`src/rtl/fsg_pkg.sv`:
```
`timescale 1ns/1ps
// Shared widths and types for the frame sync generator.
// Assumes: divide field and slot index share one width.
package fsg_pkg;
    localparam int DIV_W  = 5;
    localparam int WL_W   = 6;
    localparam int SLOT_W = DIV_W;

    typedef enum logic {MODE_NORMAL = 1'b0, MODE_NETWORK = 1'b1} fs_mode_e;
    typedef enum logic {SYNC_BIT = 1'b0, SYNC_WORD = 1'b1} fs_len_e;

    typedef struct packed {
        fs_mode_e         mode;
        fs_len_e          len;
        logic [DIV_W-1:0] div;
        logic [WL_W-1:0]  wl;
    } fs_cfg_t;
endpackage

```
`src/rtl/fsg_cfg_shadow.sv`:
```
`timescale 1ns/1ps
// Active configuration register. Loads the requested settings on a
// frame boundary and decodes the derived controls from the held copy.
// Assumes: load is a single-cycle pulse from the word counter.
module fsg_cfg_shadow
    import fsg_pkg::*;
(
    input  logic            clk,
    input  logic            rst_n,
    input  logic            load,
    input  fs_cfg_t         cfg_d,
    output fs_cfg_t         cfg_q,
    output logic [WL_W-1:0] last_bit_idx,
    output logic            on_demand,
    output logic            bad_combo
);
    // Hold the active settings; reset clears them.
    always_ff @(posedge clk) begin
        if (!rst_n)
            cfg_q <= '0;
        else if (load)
            cfg_q <= cfg_d;
    end

    // Decode the last bit index, the on-demand case and the illegal pairing.
    always_comb begin
        last_bit_idx = (cfg_q.wl == '0) ? '0 : cfg_q.wl - 1'b1;
        on_demand    = (cfg_q.mode == MODE_NETWORK) && (cfg_q.div == '0);
        bad_combo    = (cfg_q.mode == MODE_NORMAL) && (cfg_q.div == '0)
                       && (cfg_q.len == SYNC_WORD);
    end
endmodule

```
`src/rtl/fsg_word_counter.sv`:
```
`timescale 1ns/1ps
// Bit and slot position counters. The first strobe after reset opens
// slot 0 bit 0. Each later strobe advances the bit, and a strobe in the
// last bit ends the word and advances the slot, wrapping after div_lim.
// Assumes: last_bit_idx and div_lim come from the active configuration.
module fsg_word_counter
    import fsg_pkg::*;
(
    input  logic              clk,
    input  logic              rst_n,
    input  logic              bit_stb,
    input  logic [WL_W-1:0]   last_bit_idx,
    input  logic [DIV_W-1:0]  div_lim,
    output logic              started,
    output logic [SLOT_W-1:0] slot_q,
    output logic              last_bit,
    output logic              last_slot,
    output logic              word_end,
    output logic              frame_bound
);
    logic [WL_W-1:0] bit_cnt_q;

    // Position decode and boundary events for this cycle.
    always_comb begin
        last_bit    = (bit_cnt_q == last_bit_idx);
        last_slot   = (slot_q == div_lim);
        word_end    = bit_stb && started && last_bit;
        frame_bound = bit_stb && (!started || (last_bit && last_slot));
    end

    // Advance the bit and slot position on each strobe.
    always_ff @(posedge clk) begin
        if (!rst_n) begin
            started   <= 1'b0;
            bit_cnt_q <= '0;
            slot_q    <= '0;
        end else if (frame_bound) begin
            started   <= 1'b1;
            bit_cnt_q <= '0;
            slot_q    <= '0;
        end else if (word_end) begin
            bit_cnt_q <= '0;
            slot_q    <= slot_q + 1'b1;
        end else if (bit_stb) begin
            bit_cnt_q <= bit_cnt_q + 1'b1;
        end
    end

    AST_SLOT_BOUND: assert property (@(posedge clk) disable iff (!rst_n)
        started |-> (slot_q <= div_lim));
    AST_HOLD_NO_STB: assert property (@(posedge clk) disable iff (!rst_n)
        !bit_stb |=> ($stable(slot_q) && $stable(bit_cnt_q)));
    AST_WRAP_ZERO: assert property (@(posedge clk) disable iff (!rst_n)
        (word_end && last_slot) |=> (slot_q == '0));
endmodule

```
`src/rtl/fsg_sync_gen.sv`:
```
`timescale 1ns/1ps
// Frame sync and word-done generation from the counter position and the
// active configuration, including the on-demand request tracking.
// Assumes: od_req is only meaningful on bit strobe cycles.
module fsg_sync_gen
    import fsg_pkg::*;
(
    input  logic              clk,
    input  logic              rst_n,
    input  logic              bit_stb,
    input  logic              od_req,
    input  logic              started,
    input  logic              word_end,
    input  logic              frame_bound,
    input  logic              last_bit,
    input  logic              last_slot,
    input  logic [SLOT_W-1:0] slot_idx,
    input  logic              on_demand,
    input  logic              net,
    input  logic              word_len,
    output logic              fsync,
    output logic              word_done
);
    logic pending_q;
    logic armed_q;

    // Track requests: pending marks the current word, armed the framed word.
    always_ff @(posedge clk) begin
        if (!rst_n) begin
            pending_q <= 1'b0;
            armed_q   <= 1'b0;
        end else if (bit_stb) begin
            if (frame_bound && !started) begin
                pending_q <= od_req;
                armed_q   <= 1'b0;
            end else if (word_end) begin
                armed_q   <= pending_q;
                pending_q <= od_req;
            end else begin
                pending_q <= pending_q | od_req;
            end
        end
    end

    // Register the word-done strobe for words that carry data.
    always_ff @(posedge clk) begin
        if (!rst_n)
            word_done <= 1'b0;
        else
            word_done <= word_end &&
                         (on_demand ? armed_q : (net || (slot_idx == '0)));
    end

    // Select the sync shape from the mode and the sync length.
    always_comb begin
        if (!started)
            fsync = 1'b0;
        else if (on_demand)
            fsync = word_len ? armed_q : (pending_q && last_bit);
        else
            fsync = word_len ? (slot_idx == '0) : (last_bit && last_slot);
    end

    AST_OD_SLOT0: assert property (@(posedge clk) disable iff (!rst_n)
        (started && on_demand) |-> (slot_idx == '0));
    AST_WD_AFTER_STB: assert property (@(posedge clk) disable iff (!rst_n)
        word_done |-> $past(bit_stb));
    AST_NORMAL_WD_SLOT0: assert property (@(posedge clk) disable iff (!rst_n)
        (word_done && !$past(net)) |-> ($past(slot_idx) == '0));
endmodule

```
`src/rtl/fsg_top.sv`:
```
`timescale 1ns/1ps
// Programmable frame sync generator top. Ties the active configuration,
// the position counters and the sync decode together.
// Assumes: bit_stb is a one-cycle pulse per serial bit in the clk domain.
module fsg_top
    import fsg_pkg::*;
(
    input  logic              clk,
    input  logic              rst_n,
    input  logic              bit_stb,
    input  logic [WL_W-1:0]   word_bits,
    input  logic [DIV_W-1:0]  frame_div,
    input  logic              net_mode,
    input  logic              word_sync,
    input  logic              od_req,
    output logic              fsync,
    output logic [SLOT_W-1:0] slot_idx,
    output logic              word_done,
    output logic              cfg_err
);
    fs_cfg_t         cfg_d;
    fs_cfg_t         cfg_q;
    logic [WL_W-1:0] last_bit_idx;
    logic            on_demand;
    logic            started;
    logic            last_bit;
    logic            last_slot;
    logic            word_end;
    logic            frame_bound;

    // Pack the requested settings for the shadow register.
    always_comb begin
        cfg_d.mode = net_mode ? MODE_NETWORK : MODE_NORMAL;
        cfg_d.len  = word_sync ? SYNC_WORD : SYNC_BIT;
        cfg_d.div  = frame_div;
        cfg_d.wl   = word_bits;
    end

    fsg_cfg_shadow u_cfg (
        .clk          (clk),
        .rst_n        (rst_n),
        .load         (frame_bound),
        .cfg_d        (cfg_d),
        .cfg_q        (cfg_q),
        .last_bit_idx (last_bit_idx),
        .on_demand    (on_demand),
        .bad_combo    (cfg_err)
    );

    fsg_word_counter u_cnt (
        .clk          (clk),
        .rst_n        (rst_n),
        .bit_stb      (bit_stb),
        .last_bit_idx (last_bit_idx),
        .div_lim      (cfg_q.div),
        .started      (started),
        .slot_q       (slot_idx),
        .last_bit     (last_bit),
        .last_slot    (last_slot),
        .word_end     (word_end),
        .frame_bound  (frame_bound)
    );

    fsg_sync_gen u_sync (
        .clk         (clk),
        .rst_n       (rst_n),
        .bit_stb     (bit_stb),
        .od_req      (od_req),
        .started     (started),
        .word_end    (word_end),
        .frame_bound (frame_bound),
        .last_bit    (last_bit),
        .last_slot   (last_slot),
        .slot_idx    (slot_idx),
        .on_demand   (on_demand),
        .net         (cfg_q.mode == MODE_NETWORK),
        .word_len    (cfg_q.len == SYNC_WORD),
        .fsync       (fsync),
        .word_done   (word_done)
    );

    AST_CFG_HOLD: assert property (@(posedge clk) disable iff (!rst_n)
        !frame_bound |=> $stable(cfg_q));
    AST_ERR_AT_BOUND: assert property (@(posedge clk) disable iff (!rst_n)
        !$stable(cfg_err) |-> $past(frame_bound));
endmodule

```
`config.mk`:
```
export PLATFORM = sky130hd
export DESIGN_NAME = fsg_top
export DESIGN_NICKNAME = d
export VERILOG_FILES = /design/src/rtl/fsg_pkg.sv /design/src/rtl/fsg_cfg_shadow.sv /design/src/rtl/fsg_word_counter.sv /design/src/rtl/fsg_sync_gen.sv /design/src/rtl/fsg_top.sv
export SDC_FILE = /design/constraint.sdc
export NUM_CORES = 1
export LEC_CHECK = 0
export ABC_CLOCK_PERIOD_IN_PS = 3350
export BUFFER_PORTS_ARGS = -buffer_cell sky130_fd_sc_hd__buf_2
export CAP_MARGIN = 30
export CORE_ASPECT_RATIO = 2
export CORE_UTILIZATION = 55
export CTS_CLUSTER_SIZE = 12
export DETAILED_ROUTE_END_ITERATION = 6
export PLACE_DENSITY = 0.9
export SKIP_CTS_REPAIR_TIMING = 1
export SLEW_MARGIN = 0
export SYNTH_ARGS = -nofsm -noshare
export SYNTH_HDL_FRONTEND = slang
export SYNTH_SLANG_ARGS = --single-unit
```
`constraint.sdc`:
```
create_clock -name clk -period 3.35 [get_ports clk]
set_input_delay 0.335 -clock clk [delete_from_list [all_inputs] [get_ports clk]]
set_output_delay 0.335 -clock clk [all_outputs]
set_load 0.01 [all_outputs]
```
* After elaboration in Yosys (flattened, before gate mapping)
Cells that the tools add are included.
** Word-level totals
- Bits in registers :: 28
** Operators by class
- $add $sub $neg :: 3
- Eq/ne operators :: 2
- Mux-type cells :: 12
- Bitwise logic cells :: 3
- Reductions and logical operators :: 20
** Operators with widths (count)
- 1-bit two-way mux :: 11
- 1-bit logical AND :: 10
- 5-bit logical NOT :: 2
- 6-bit by 1-bit adder with 6-bit output, second input constant :: 1
- 6-bit equality test :: 1
- 6-bit logical NOT :: 1
- 6-bit two-way mux :: 1
- 6-bit by 1-bit subtractor with 6-bit output, second input constant :: 1
- 5-bit by 1-bit adder with 5-bit output, second input constant :: 1
- 5-bit equality test :: 1
- 3-bit OR reduction :: 1
- 1-bit logical OR :: 2
- 1-bit inverter :: 2
- 2-bit AND reduction :: 1
- 2-bit nonzero test :: 1
- 2-bit OR reduction :: 1
- 1-bit logical NOT :: 1
- 1-bit OR :: 1

* Logic depth before layout (Yosys ltp)
- Word-level depth :: 9
- Depth in mapped cells :: 10

* Hierarchy
Synthesis repeated with hierarchy kept, for this count alone.
** Unflattened totals
- Cell total of the unflattened synthesis :: 165
- Area total of the unflattened synthesis :: 1515.2 um2
** Modules (own cells, without submodules)
- fsg_word_counter :: times used 1, cells an instance 77, area an instance 686.9 um2
- fsg_cfg_shadow :: times used 1, cells an instance 66, area an instance 648.1 um2
- fsg_sync_gen :: times used 1, cells an instance 22, area an instance 180.2 um2

* Worst setup path after synthesis
Ideal clock, no wire load.
- Kind :: reg2out
- Start :: register u_cfg.cfg_q[0] (netlist name)
- End :: output port fsync
- Arrival :: 2.358 ns
- Data required time :: 3.015 ns
- Slack :: 0.657 ns
- Cell stages (with the launch flop) :: 11
- Path buffers :: 1
- Path through :: dfxtp_1 -> inv_1 -> ha_1 -> or3b_4 -> or4_1 -> o211ai_2 -> nand2_2 -> or2_1 -> buf_6 -> o31ai_1 -> and2_1
** On the way
- Longest elaborated chain between the ends :: 7
- Elaborated cells between the ends (all ways) :: 10
- Classes of those cells :: add/sub (1); eq/ne (1); mux (5); reduce/logical (3)
** Ends and longest elaborated chain
- 6-bit by 1-bit subtractor with 6-bit output / 6-bit logical NOT (equally long branches) :: line fsg_cfg_shadow.sv:27 : last_bit_idx = (cfg_q.wl == '0) ? '0 : cfg_q.wl - 1'b1;
- 6-bit two-way mux (*) :: line fsg_cfg_shadow.sv:27
- 6-bit equality test (*) :: line fsg_word_counter.sv:25 : last_bit = (bit_cnt_q == last_bit_idx);
- 1-bit logical AND (on tied branches) :: line fsg_sync_gen.sv:61, fsg_sync_gen.sv:59
- 1-bit two-way mux (on tied branches) :: line fsg_sync_gen.sv:61, fsg_sync_gen.sv:59
- 1-bit two-way mux (*) :: line fsg_sync_gen.sv:58 : else if (on_demand)
- 1-bit two-way mux (*) :: line fsg_sync_gen.sv:56 : if (!started)
- end, declared :: line fsg_top.sv:16 : output logic fsync,
Mark *: on every way between the ends. The rest lies on a longest branch, timed or not.

* Worst setup path after layout
- Start :: register u_cfg.cfg_q[0] (netlist name)
- End :: output port fsync
** On the way
- Longest elaborated chain between the ends :: 7
- Elaborated cells between the ends (all ways) :: 10
- Classes of those cells :: add/sub (1); eq/ne (1); mux (5); reduce/logical (3)
** Ends and longest elaborated chain (line)
- 6-bit by 1-bit subtractor with 6-bit output / 6-bit logical NOT (equally long branches) :: fsg_cfg_shadow.sv:27
- 6-bit two-way mux (*) :: fsg_cfg_shadow.sv:27
- 6-bit equality test (*) :: fsg_word_counter.sv:25
- 1-bit logical AND (on tied branches) :: fsg_sync_gen.sv:61, fsg_sync_gen.sv:59
- 1-bit two-way mux (on tied branches) :: fsg_sync_gen.sv:61, fsg_sync_gen.sv:59
- 1-bit two-way mux (*) :: fsg_sync_gen.sv:58
- 1-bit two-way mux (*) :: fsg_sync_gen.sv:56
Marked as above.

==> impl_metrics.ini <==
[floorplan]
core-area_um2 = 2600
num_rows = 26
start_util = 0.592
die_h_um = 76.9
ioPinCount = 25
die-area_um2 = 3030
die_w_um = 39.4

[yosys]
ys.flop_type = dfxtp_1
syn-cell-area_um2 = 1540
ys_warn_count = 0
synth_nets = 206
avgSynthCellArea_um2 = 8.33
seq_area_frac_synth = 0.364
synth_seq_cells = 28
synthDistinctLibCells = 42
ys_top_cells_by_area = dfxtp_1 36%, xnor2_1 5.7%, nand3_1 5.2%, nand2_1 4.9%, xor2_1 4.5%
synth_area_leader_cell = dfxtp_1
synthArstFlopShare = 0
synth.top_cell.area_share = 0.364
syn_inst = 185
synth-edff-count = 0

[grt]
first_global_vias = 1378
grt_max_degree = 31
grt_use_total = 0.257
grt_overflow = 0
grt_pass1_wl_mm = 5.69
antenna_found_initial = 0

[sta]
hold_viol_final = 0
rsz0062_at_grt = false
setup_viol = 0
maxSlewViolCount = 0
relSlewSlack = 0.646
period_share = 0.962
setup_tns_ps = 0
clock.fmax_mhz = 310
tightest_slew_ps = 525
fin_crit_ps = 3220
worst_slack_ps = 128
fin_skew_ps = 3.57

[drt]
vias_per_cell = 6.15
via_count = 1433
detail_route.wirelength_mm = 3.49
drt_iter0_drc = 53
ant_nets = 0
dr.pass1.iters = 4
wl_per_cell_um = 15.0
drc = 0

[finish]
finish.utilization = 0.667
area_delta_synth_final_pct = 12.6
antenna_cells = 0
final_common_cell = dfxtp_1
final_layout_size_suffix_gt1_frac = 0.215
fin_nets = 227
n_fill_cell = 217
mostFrequentLayoutCells = 28 x dfxtp_1, 24 x buf_2, 20 x nand2_1

[clock_network]
clk_latency_ps = 280
cts_buffers = 3
cts_root_buf = clkbuf_8
cts_max_level = 1
path_clk_slew_ps = 100
tritoncts = built
clockBufferDepth = 2
cts_sinks = 28

[power_and_ir_drop]
sw_frac_of_total = 0.285
p_leak_uw = 0.000701
pwr-share-comb = 0.221
seqPwrFrac = 0.452
p_int_uw = 589
switchingPower_uw = 235
power_density_nw_per_um2 = 474
clkPwrFrac = 0.327
peakVddDrop_v = 0.000381

[critical_path]
path_class = reg -> out
cp.required_ps = 3010
endpoint_kind = output pin
cp-start-kind = flip-flop
crit_start = u_cfg.cfg_q[0]
critPathMaxFanout = 8
cp.arrival_ps = 2890
r2r-start = u_cfg.cfg_q[0]

[outcome]
status = finished clean

[placement]
hpwl_mm = 2.48
gp_congestion = 0.998
dp_slack_ps = 428
io_buffer_count = 24

[flow_run]
cap_violations = 0

[hold_path]
hold_path.class = in -> reg
hold_path_startpoint = frame_div[4]
[worst max-delay path, cell delays in order, from the launching register on]
cell and delay (ps):
dfxtp_1 350, inv_1 130, ha_2 230, or3b_4 420, or4_1 520, o211ai_2 120, nand2_2 80, or2_4 270
o31ai_1 210, and2_1 160, buf_2 130
[area by class of cell]
cell class | count | area (um2) | area share
tap | 28 | 35.0 | 0.0202
clock buffer | 3 | 41.3 | 0.0238
timing repair buffer | 25 | 128 | 0.0735
clock inverter | 1 | 30.0 | 0.0173
multi-input combinational | 140 | 911 | 0.525
inverter | 8 | 30.0 | 0.0173
sequential | 28 | 561 | 0.323
[cell usage after synthesis (3+ instances only)]
| master | number |
|---|---|
| clkbuf_1 | 5 |
| nor3_1 | 5 |
| inv_1 | 8 |
| nor2_1 | 12 |
| xor2_1 | 8 |
| mux2i_1 | 4 |
| nand3_1 | 16 |
| o31ai_1 | 6 |
| buf_2 | 3 |
| dfxtp_1 | 28 |
| o21ai_0 | 13 |
| nand4_1 | 6 |
| xnor2_1 | 10 |
| nand2_1 | 20 |
| ha_1 | 4 |
| a21oi_1 | 4 |
[routing by layer]
| metal | part of all wire | GRT usage | vias up |
|---|---|---|---|
| met3 | 0.035 | 0.0376 | 15 |
| met1 | 0.38 | 0.277 | 677 |
| met5 | 0 | 0 | - |
| li1 | - | - | 694 |
| met4 | 0.031 | 0.145 | 0 |
| met2 | 0.56 | 0.434 | 47 |
[worst paths after layout]
kind | cells after the start | slack (ps) | end
min | 3 | 270 | u_cfg.cfg_q[10]
max reg2reg | 10 | 440 | u_cnt.bit_cnt_q[5]
max | 10 | 130 | fsync
min reg2reg | 2 | 500 | u_cfg.cfg_q[8]
[power by group through the flow]
stage / logic, uW / clock network (uW) / registers (uW)
after floorplan: 146 / 0 / 372
after global placement: 169 / 0 / 378
after detailed placement: 174 / 0 / 379
after CTS: 176 / 268 / 371
after global routing: 202 / 278 / 375
final: 182 / 269 / 372
[sequential cells by signal, indices dropped and copies added (netlist names)]
register          cells
u_cnt.started         1
u_cfg.cfg_q          13
u_sync.word_done      1
u_sync.armed_q        1
u_cnt.bit_cnt_q       6
u_sync.pending_q      1
u_cnt.slot_q          5
[logic make-up (layout without fill, tap and decap cells)]
group,count (synthesis),after routing,share of synthesized area
AND/OR/NAND/NOR,80,80,0.272
AO/OA/AOI/OAI,33,33,0.148
flip-flops,28,28,0.364
XOR/XNOR,18,18,0.102
buffers and inverters,17,37,0.0487
multiplexers,5,5,0.0333
adder cells (fa/ha/maj),4,4,0.0325
[metrics by stage]
stage | area [um2] | hold slack [ps] | std cells | power, uW
CTS | 1730 | 270 | 233 | 815
detailed placement | 1660 | 482 | 229 | 552
floorplan | 1540 | 456 | 185 | 518
global placement | 1660 | 473 | 229 | 546
finish | 1740 | 267 | 233 | 823
global route | 1740 | 280 | 233 | 854
Note: power is estimated with default switching activity, not from simulation.
